### src/rtl/rxq_pause_pkg.sv
package rxq_pause_pkg;
   localparam int unsigned CODE_W      = 3;
   localparam int unsigned BYTE_STEP   = 256;
   localparam int unsigned BYTE_OFFSET = 32;
   localparam int unsigned FRAME_STEP  = 2;
   localparam int unsigned NUM_CODES   = 1 << CODE_W;

   typedef struct packed {
      logic [CODE_W-1:0] byte_c;
      logic [CODE_W-1:0] frame_c;
   } thr_codes_t;
endpackage

### src/rtl/rxq_level_decode.sv
module rxq_level_decode #(
   parameter int unsigned CODE_W = 3,
   parameter int unsigned LVL_W  = 12,
   parameter int unsigned STEP   = 256,
   parameter int unsigned OFFSET = 0
) (
   input  logic [CODE_W-1:0] code,
   output logic [LVL_W-1:0]  level
);
   localparam int unsigned MAX_LVL = (1 << CODE_W) * STEP;
   localparam bit POW2 = ((STEP & (STEP - 1)) == 0);

   if (MAX_LVL >= (1 << LVL_W)) begin : g_bad_width
      $error("rxq_level_decode: LVL_W too narrow for STEP");
   end
   if (OFFSET >= STEP) begin : g_bad_offset
      $error("rxq_level_decode: OFFSET must be below STEP");
   end

   logic [LVL_W-1:0] mult;
   if (POW2) begin : g_shift
      localparam int unsigned SH = $clog2(STEP);
      assign mult = (LVL_W'(code) + LVL_W'(1)) << SH;
   end else begin : g_mul
      assign mult = (LVL_W'(code) + LVL_W'(1)) * LVL_W'(STEP);
   end
   assign level = mult - LVL_W'(OFFSET);
endmodule

### src/rtl/rxq_frame_tally.sv
module rxq_frame_tally #(
   parameter int unsigned W = 5
) (
   input  logic         clk,
   input  logic         rst_n,
   input  logic         inc,
   input  logic         dec,
   output logic [W-1:0] cnt
);
   localparam logic [W-1:0] TOP = {W{1'b1}};

   always_ff @(posedge clk or negedge rst_n) begin
      if (!rst_n) cnt <= '0;
      else if (inc && !dec && cnt != TOP) cnt <= cnt + W'(1);
      else if (dec && !inc && cnt != '0)  cnt <= cnt - W'(1);
   end

   p_up_r5: assert property (@(posedge clk) disable iff (!rst_n)
      (inc && !dec && cnt != TOP) |=> cnt == $past(cnt) + W'(1));
   p_down_r5: assert property (@(posedge clk) disable iff (!rst_n)
      (dec && !inc && cnt != '0) |=> cnt == $past(cnt) - W'(1));
   p_both_r5: assert property (@(posedge clk) disable iff (!rst_n)
      (inc && dec) |=> $stable(cnt));
   p_no_underflow_r6: assert property (@(posedge clk) disable iff (!rst_n)
      (cnt == '0 && dec && !inc) |=> cnt == '0);
   p_no_wrap_r6: assert property (@(posedge clk) disable iff (!rst_n)
      (cnt == TOP && inc && !dec) |=> cnt == TOP);
endmodule

### src/rtl/rxq_ovf_tracker.sv
module rxq_ovf_tracker #(
   parameter int unsigned W = 8
) (
   input  logic         clk,
   input  logic         rst_n,
   input  logic         hit,
   output logic         seen,
   output logic [W-1:0] events
);
   localparam logic [W-1:0] SAT = {W{1'b1}};

   always_ff @(posedge clk or negedge rst_n) begin
      if (!rst_n) begin
         seen   <= 1'b0;
         events <= '0;
      end else if (hit) begin
         seen <= 1'b1;
         if (events != SAT) events <= events + W'(1);
      end
   end

   p_set_r8: assert property (@(posedge clk) disable iff (!rst_n)
      hit |=> seen);
   p_sticky_r8: assert property (@(posedge clk) disable iff (!rst_n)
      seen |=> seen);
   p_sat_r9: assert property (@(posedge clk) disable iff (!rst_n)
      events == SAT |=> events == SAT);
   p_step_r9: assert property (@(posedge clk) disable iff (!rst_n)
      (hit && events != SAT) |=> events == $past(events) + W'(1));
endmodule

### src/rtl/rxq_pause_trigger.sv
module rxq_pause_trigger
   import rxq_pause_pkg::*;
#(
   parameter int unsigned BYTE_W  = 12,
   parameter int unsigned FRAME_W = 5,
   parameter int unsigned OVF_W   = 8
) (
   input  logic               clk,
   input  logic               rst_n,
   input  logic [CODE_W-1:0]  byte_code,
   input  logic [CODE_W-1:0]  frame_code,
   input  logic [BYTE_W-1:0]  fifo_bytes,
   input  logic               frame_in,
   input  logic               frame_out,
   input  logic               ovf_hit,
   output logic               pause_req,
   output logic [FRAME_W-1:0] frames_held,
   output logic               ovf_seen,
   output logic [OVF_W-1:0]   ovf_events
);
   localparam int unsigned MAX_FRAMES = NUM_CODES * FRAME_STEP;

   if (MAX_FRAMES >= (1 << FRAME_W)) begin : g_bad_frame_w
      $error("rxq_pause_trigger: FRAME_W cannot hold the top frame level");
   end
   if (OVF_W < 1) begin : g_bad_ovf_w
      $error("rxq_pause_trigger: OVF_W must be positive");
   end

   thr_codes_t        held;
   logic [BYTE_W-1:0]  byte_lvl;
   logic [FRAME_W-1:0] frame_lvl;
   logic               byte_hit, frame_hit;

   always_ff @(posedge clk or negedge rst_n) begin
      if (!rst_n)          held <= '0;
      else if (!pause_req) held <= '{byte_c: byte_code, frame_c: frame_code};
   end

   rxq_level_decode #(.CODE_W(CODE_W), .LVL_W(BYTE_W),
                      .STEP(BYTE_STEP), .OFFSET(BYTE_OFFSET)) u_byte_lvl (
      .code(held.byte_c), .level(byte_lvl));

   rxq_level_decode #(.CODE_W(CODE_W), .LVL_W(FRAME_W),
                      .STEP(FRAME_STEP), .OFFSET(0)) u_frame_lvl (
      .code(held.frame_c), .level(frame_lvl));

   rxq_frame_tally #(.W(FRAME_W)) u_tally (
      .clk(clk), .rst_n(rst_n), .inc(frame_in), .dec(frame_out),
      .cnt(frames_held));

   rxq_ovf_tracker #(.W(OVF_W)) u_ovf (
      .clk(clk), .rst_n(rst_n), .hit(ovf_hit),
      .seen(ovf_seen), .events(ovf_events));

   assign byte_hit  = fifo_bytes  >= byte_lvl;
   assign frame_hit = frames_held >= frame_lvl;

   always_ff @(posedge clk or negedge rst_n) begin
      if (!rst_n) pause_req <= 1'b0;
      else        pause_req <= byte_hit | frame_hit;
   end

   p_byte_trig_r2: assert property (@(posedge clk) disable iff (!rst_n)
      byte_hit |=> pause_req);
   p_frame_trig_r3: assert property (@(posedge clk) disable iff (!rst_n)
      frame_hit |=> pause_req);
   p_release_r4: assert property (@(posedge clk) disable iff (!rst_n)
      (!byte_hit && !frame_hit) |=> !pause_req);
   p_code_hold_r7: assert property (@(posedge clk) disable iff (!rst_n)
      pause_req |=> $stable(held));
endmodule

### config.mk
export PLATFORM = sky130hd
export DESIGN_NAME = rxq_pause_trigger
export DESIGN_NICKNAME = d
export VERILOG_FILES = /design/src/rtl/rxq_pause_pkg.sv /design/src/rtl/rxq_level_decode.sv /design/src/rtl/rxq_frame_tally.sv /design/src/rtl/rxq_ovf_tracker.sv /design/src/rtl/rxq_pause_trigger.sv
export SDC_FILE = /design/constraint.sdc
export NUM_CORES = 1
export LEC_CHECK = 0
export BUFFER_PORTS_ARGS = -buffer_cell sky130_fd_sc_hd__buf_2
export CORE_AREA = 2 2 87 47
export DETAILED_ROUTE_END_ITERATION = 10
export DIE_AREA = 0 0 89 49
export PLACE_DENSITY = 0.65
export SLEW_MARGIN = 10
export SYNTH_ARGS = -nofsm -noshare
export SYNTH_HDL_FRONTEND = slang
export SYNTH_SLANG_ARGS = --single-unit
### constraint.sdc
create_clock -name clk -period 2.7 [get_ports clk]
set_input_delay 0.27 -clock clk [delete_from_list [all_inputs] [get_ports clk]]
set_output_delay 0.27 -clock clk [all_outputs]
set_load 0.1 [all_outputs]
==> results of run 1 <==
[cell usage in the layout (no fill, tap or decap), types with 2 or more instances in the layout]
master    instances
a21oi_1           8
nand3_1           5
mux2i_1           2
o221ai_1          2
clkbuf_8          3
dfrtp_2           3
a31oi_1           2
or2_2             2
inv_1            10
dfrtp_1          18
ha_1             14
xnor2_1           9
nand2_1          11
o21ai_0           7
buf_2            32
and4_1            2
nor2_1           10
mux2_2            8
[layout make-up]
class	instances	area, um^2	share of cell area, %
clock buffers	4	45.04	2.837
inverters	10	37.54	2.364
multi-input cells	97	738.2	46.49
flip-flops and latches	21	529.3	33.33
well taps	54	67.56	4.255
repair buffers	33	170.2	10.72
[kinds of logic (layout without fill, tap and decap cells)]
family | count (synthesis) | count (layout)
AO/OA/AOI/OAI | 24 | 24
buffers and inverters | 11 | 47
multiplexers | 10 | 10
XOR/XNOR | 10 | 10
adder cells (fa/ha/maj) | 15 | 15
AND/OR/NAND/NOR | 38 | 38
flip-flops | 21 | 21
[repair_timing]
| item | 4_1_cts | 5_1_grt |
|---|---|---|
| hold buffers | 1 | 0 |
| hold endpoints to repair | 21 | 0 |
| setup endpoints to repair | 0 | 0 |
[registers in the layout (all words and copies together) (netlist names)]
register,cells
pause_req,1
u_ovf.seen,1
u_ovf.events,8
held,6
u_tally.cnt,5
[layer usage]
layer | share of wire [%] | wire length, um | up-vias | GRT usage (%)
li1 | - | - | 526 | -
met1 | 50 | 1373 | 472 | 19.89
met2 | 45 | 1233 | 15 | 22.64
met3 | 4.8 | 131 | 2 | 3.553
met4 | 0.44 | 12 | 0 | 2.239
met5 | 0 | 0 | - | 0
[through the flow]
step           area (um^2)  hold WS (ps)  setup slack, ps  cells
2_1_floorplan         1309        -25.59            11.18    129
3_3_place_gp          1533         248.6            472.0    214
3_5_place_dp          1533         259.2            367.3    214
4_1_cts               1588         244.6            332.5    219
5_1_grt               1588         241.4            101.3    219
6_report              1588         252.3            340.2    219
[worst max-delay path: cells and delay by family (launching register included)]
kind	cells	cell delay (ps)
fa+ha+maj	1	410
simple gates	4	690
buf+inv	1	100
xor+xnor	1	140
compound gates	3	520
flops	1	420
[how the worst max path moves through the flow]
stage | cells after the start | to | from | slack [ps]
after detailed placement | 10 | u_tally.cnt[4] | u_tally.cnt[3] | 370
after CTS | 10 | u_tally.cnt[4] | u_tally.cnt[3] | 330
after global placement | 10 | u_tally.cnt[4] | u_tally.cnt[3] | 470
after floorplan | 9 | u_tally.cnt[4] | u_tally.cnt[4] | 10
after global routing | 10 | u_tally.cnt[4] | u_tally.cnt[3] | 100
final | 10 | u_tally.cnt[4] | u_tally.cnt[3] | 340
==> results.json, run 1 <==
{
  "status": "completed",
  "synth_area_mm2": 0.001305,
  "worstMarginPinSlew_ps": 489.8,
  "grt_antenna_before_repair": 0,
  "hold_path_end": "held[5]",
  "hold_depth": 2,
  "postRouteAntennaNets": 0,
  "grt_max_degree": 22,
  "cts-buffers-inserted": 3,
  "routed_wirelength_um": 2751,
  "cp.required_ps": 2880,
  "insertion_delay_ps": 250,
  "yosysMostFrequentCell": "dfrtp_1",
  "path_cells": "and3_2, a31oi_1, nand2_1, inv_1, fa_1, nand2b_1, a21oi_1, nor3_1, a31oi_1, xnor2_1",
  "post-cts-setup-buffers": 0,
  "synth-async-reset-ratio_pct": 100.0,
  "fillCellCount": 383,
  "grt_pass1_vias": 1053,
  "drive_gt1_share_pct": 32.12,
  "setup-tns-final_ps": 0,
  "cp.arrival_ps": 2540,
  "yosys.area.top_type": "dfrtp_1",
  "cts_resized": 0,
  "fin_crit_sh_pct": 87.40,
  "grt_pass1_wl_um": 4802,
  "synth-xor-area-share_pct": 6.711,
  "max_stage_delay_ps": 420,
  "drt_iter0_drc": 64,
  "core-area_mm2": 0.003684,
  "drv_slew": 0,
  "firstDrtPassIters": 4,
  "gp_congestion": 0.8766,
  "initial_utilization_pct": 35.43,
  "vias_per_cell": 4.635,
  "yosys-mux-area-fraction_pct": 8.437,
  "hold_viol_final": 0,
  "yosys_warnings": 0,
  "root_buffer": "clkbuf_8",
  "hpwl_um": 2239,
  "nNetsFinal": 204,
  "cp_common_cell": "a31oi_1",
  "synth_area_leaders": "dfrtp_1 40%, ha_1 13%, mux2_2 6.9%",
  "avgRoutedWirePerCell_um": 12.56,
  "r2r_end": "u_tally.cnt[4]",
  "hp-start": "byte_code[2]",
  "cts_tree": "done",
  "yosys.area_share.simple_pct": 14.57,
  "synthAdderAreaFrac_pct": 14.96,
  "hold_path_class": "in2reg",
  "final_util_pct": 43.10,
  "core.rowCount": 16,
  "area_delta_synth_final_pct": 21.67,
  "slowest_stage": "dfrtp_2",
  "clockBufferDepth": 2,
  "synth_top_area_share_pct": 40.27,
  "fmax_mhz": 423.8,
  "syn_inst": 129,
  "cts_htree_levels": 1,
  "synthTopCellsByCount": "21 x dfrtp_1, 14 x ha_1, 11 x nand2_1",
  "setup_viol": 0,
  "syn_avg_cell_area_um2": 10.12,
  "maxSlewHeadroom_pct": 67.57,
  "grt.total_usage_pct": 14.17,
  "worstReg2RegStart": "u_tally.cnt[3]",
  "die_y_um": 49,
  "critPathMaxFanout": 7,
  "endpoint_kind": "register",
  "clk_pin_slew_worst_paths_ps": 70,
  "chipWidth_um": 89,
  "crit_path_start_kind": "register",
  "synth_seq_area_share_pct": 40.27,
  "worstSetupPathType": "reg2reg",
  "synth-compound-area-share_pct": 11.89,
  "clock-sinks": 21,
  "dr_total_vias": 1015,
  "ys.flop_type": "dfrtp_1",
  "io_pins": 38,
  "max_cap_violations": 0,
  "io_buffers": 32,
  "reg2regPathDepth": 10,
  "period_needed_ps": 2360,
  "overflow": 0,
  "drc_errors": 0,
  "synth_top_family_by_area": "adder cells",
  "synth_cell_types": 31,
  "synth-edff-count": 0,
  "fin_skew_ps": 6.054,
  "ff2ff_setup_slack_ps": 340,
  "dieArea_mm2": 0.004361,
  "rsz0062_at_grt": "false",
  "synth_fp_nets": 167,
  "ys_ff_latch": 21,
  "diodes": 0
}
Power of run 1 is left out: the tool's default activity adds up to more than one toggle a clock period on the data nets, which glitch-free logic cannot reach.
==> inputs of run 2 (changes only) <==
Settings changed: CORE_AREA 2 2 87 47 to 2 2 54 56, DIE_AREA 0 0 89 49 to 0 0 56 58, PLACE_DENSITY 0.65 to 0.81.
==> run 2 against run 1 <==
Global-route usage is 2.8 points higher. Wire length is 12% lower. Sequential share of layout area rose by 1.0 points. Via count is 3.4% higher. Worst hold slack lost 44 ps. First-iteration DRC count shrank 53%. Largest cell class unchanged.
==> results.json, run 2 (synthesized netlist as in run 1, its figures left out) <==
{
  "status": "completed",
  "fin_crit_sh_pct": 82.93,
  "final_cell_mix": "32 x buf_2, 18 x dfrtp_1, 14 x ha_1",
  "post-cts-setup-buffers": 0,
  "clk_pin_slew_worst_paths_ps": 120,
  "worst_slack_ps": 460.8,
  "hold_path_class": "in2reg",
  "setup_viol": 0,
  "overflow": 0,
  "cts_tree": "done",
  "clock-sinks": 21,
  "initial_utilization_pct": 49.01,
  "clockBufferDepth": 2,
  "insertion_delay_ps": 290,
  "crit_buf_inv": 0,
  "rsz0062_at_grt": "false",
  "cts-buffers-inserted": 3,
  "drc_errors": 0,
  "cp.arrival_ps": 2430,
  "fmax_mhz": 446.6,
  "crit_path_start_kind": "register",
  "avgRoutedWirePerCell_um": 12.40,
  "drv_slew": 0,
  "top_regs": "u_ovf.events: 8 flops, held: 6 flops, u_tally.cnt: 5 flops",
  "setup-tns-final_ps": 0,
  "core.rowCount": 19,
  "slowest_stage": "dfrtp_2",
  "path_cells": "and3_2, a31oi_1, nand2_1, ha_1, a21o_2, a21oi_1, xnor2_1, a21oi_1, nor2_1",
  "diodes": 0,
  "endpoint_kind": "register",
  "postRouteAntennaNets": 0,
  "cts_htree_levels": 1,
  "critPathMaxFanout": 7,
  "grt_max_degree": 22,
  "routed_wirelength_um": 2431,
  "firstDrtPassIters": 4,
  "hp-start": "byte_code[1]",
  "gp_congestion": 0.7765,
  "nNetsFinal": 204,
  "max_cap_violations": 0,
  "area_delta_synth_final_pct": 18.12,
  "root_buffer": "clkbuf_4",
  "worstMarginPinSlew_ps": 485.4,
  "dr_total_vias": 1050,
  "drt_iter0_drc": 30,
  "grt_pass1_vias": 1053,
  "largest_register_ffs": 8,
  "setup.worst_path.start": "u_tally.cnt[3]",
  "dp_slack_ps": 476.2,
  "cp_common_cell": "a21oi_1",
  "dieArea_mm2": 0.003248,
  "worstReg2RegStart": "u_tally.cnt[3]",
  "top_register": "u_ovf.events",
  "io_pins": 38,
  "maxSlewHeadroom_pct": 67.86,
  "drive_gt1_share_pct": 32.73,
  "grt_pass1_wl_um": 4478,
  "io_buffers": 32,
  "grt_antenna_before_repair": 0,
  "fin_skew_ps": 6.694,
  "cp.required_ps": 2900,
  "vias_per_cell": 5.357,
  "max_stage_delay_ps": 470,
  "hold_viol_final": 0,
  "worstSetupPathType": "reg2reg",
  "period_needed_ps": 2239,
  "crit_family": "compound AO/OA/AOI/OAI gates",
  "core-area_mm2": 0.002663,
  "hpwl_um": 1968,
  "grt.total_usage_pct": 16.99,
  "layout_commonest_cell": "buf_2",
  "die_y_um": 58,
  "chipWidth_um": 56
}
==> run 2: area by class of cell <==
cell class | count | area, um^2
fillers | 251 | 1121
well taps | 31 | 38.79
multi-input cells | 97 | 738.2
clock inverters | 1 | 5.005
flip-flops and latches | 21 | 529.3
repair buffers | 33 | 170.2
inverters | 10 | 37.54
clock buffers | 3 | 22.52
==> run 2: path summary, 6_finish.rpt <==
kind                                   endpoint  slack, ps  cells past startpoint
worst min-delay path                    held[4]        210                      2
max in group asynchronous        u_tally.cnt[0]       1930                      2
min in group asynchronous       u_ovf.events[0]        440                      2
worst max register to register   u_tally.cnt[3]        460                      9
worst max-delay path             u_tally.cnt[3]        460                      9
worst min register to register       u_ovf.seen        480                      1
==> run 2: what timing repair did <==
action,in CTS,in global routing
hold endpoints to repair,21,0
hold buffers,1,0
gates resized for setup,0,0
==> run 2: metrics by stage <==
step	utilization, %	instance area, um^2	hold slack (ps)	instances
2_1_floorplan	-	1309	-25.59	129
3_3_place_gp	56.49	1504	241.5	191
3_5_place_dp	56.49	1504	250.9	191
4_1_cts	57.89	1541	194.8	196
5_1_grt	57.89	1541	204.8	196
6_report	57.89	1541	207.9	196
==> run 2: routing by layer <==
layer	GRT usage, %	part of all wire [%]	vias up
li1	-	-	525
met1	20.90	44	498
met2	32.10	51	27
met3	2.455	5.5	0
met4	3.061	0	0
met5	0	0	-
Power of run 2 is left out for the same reason.
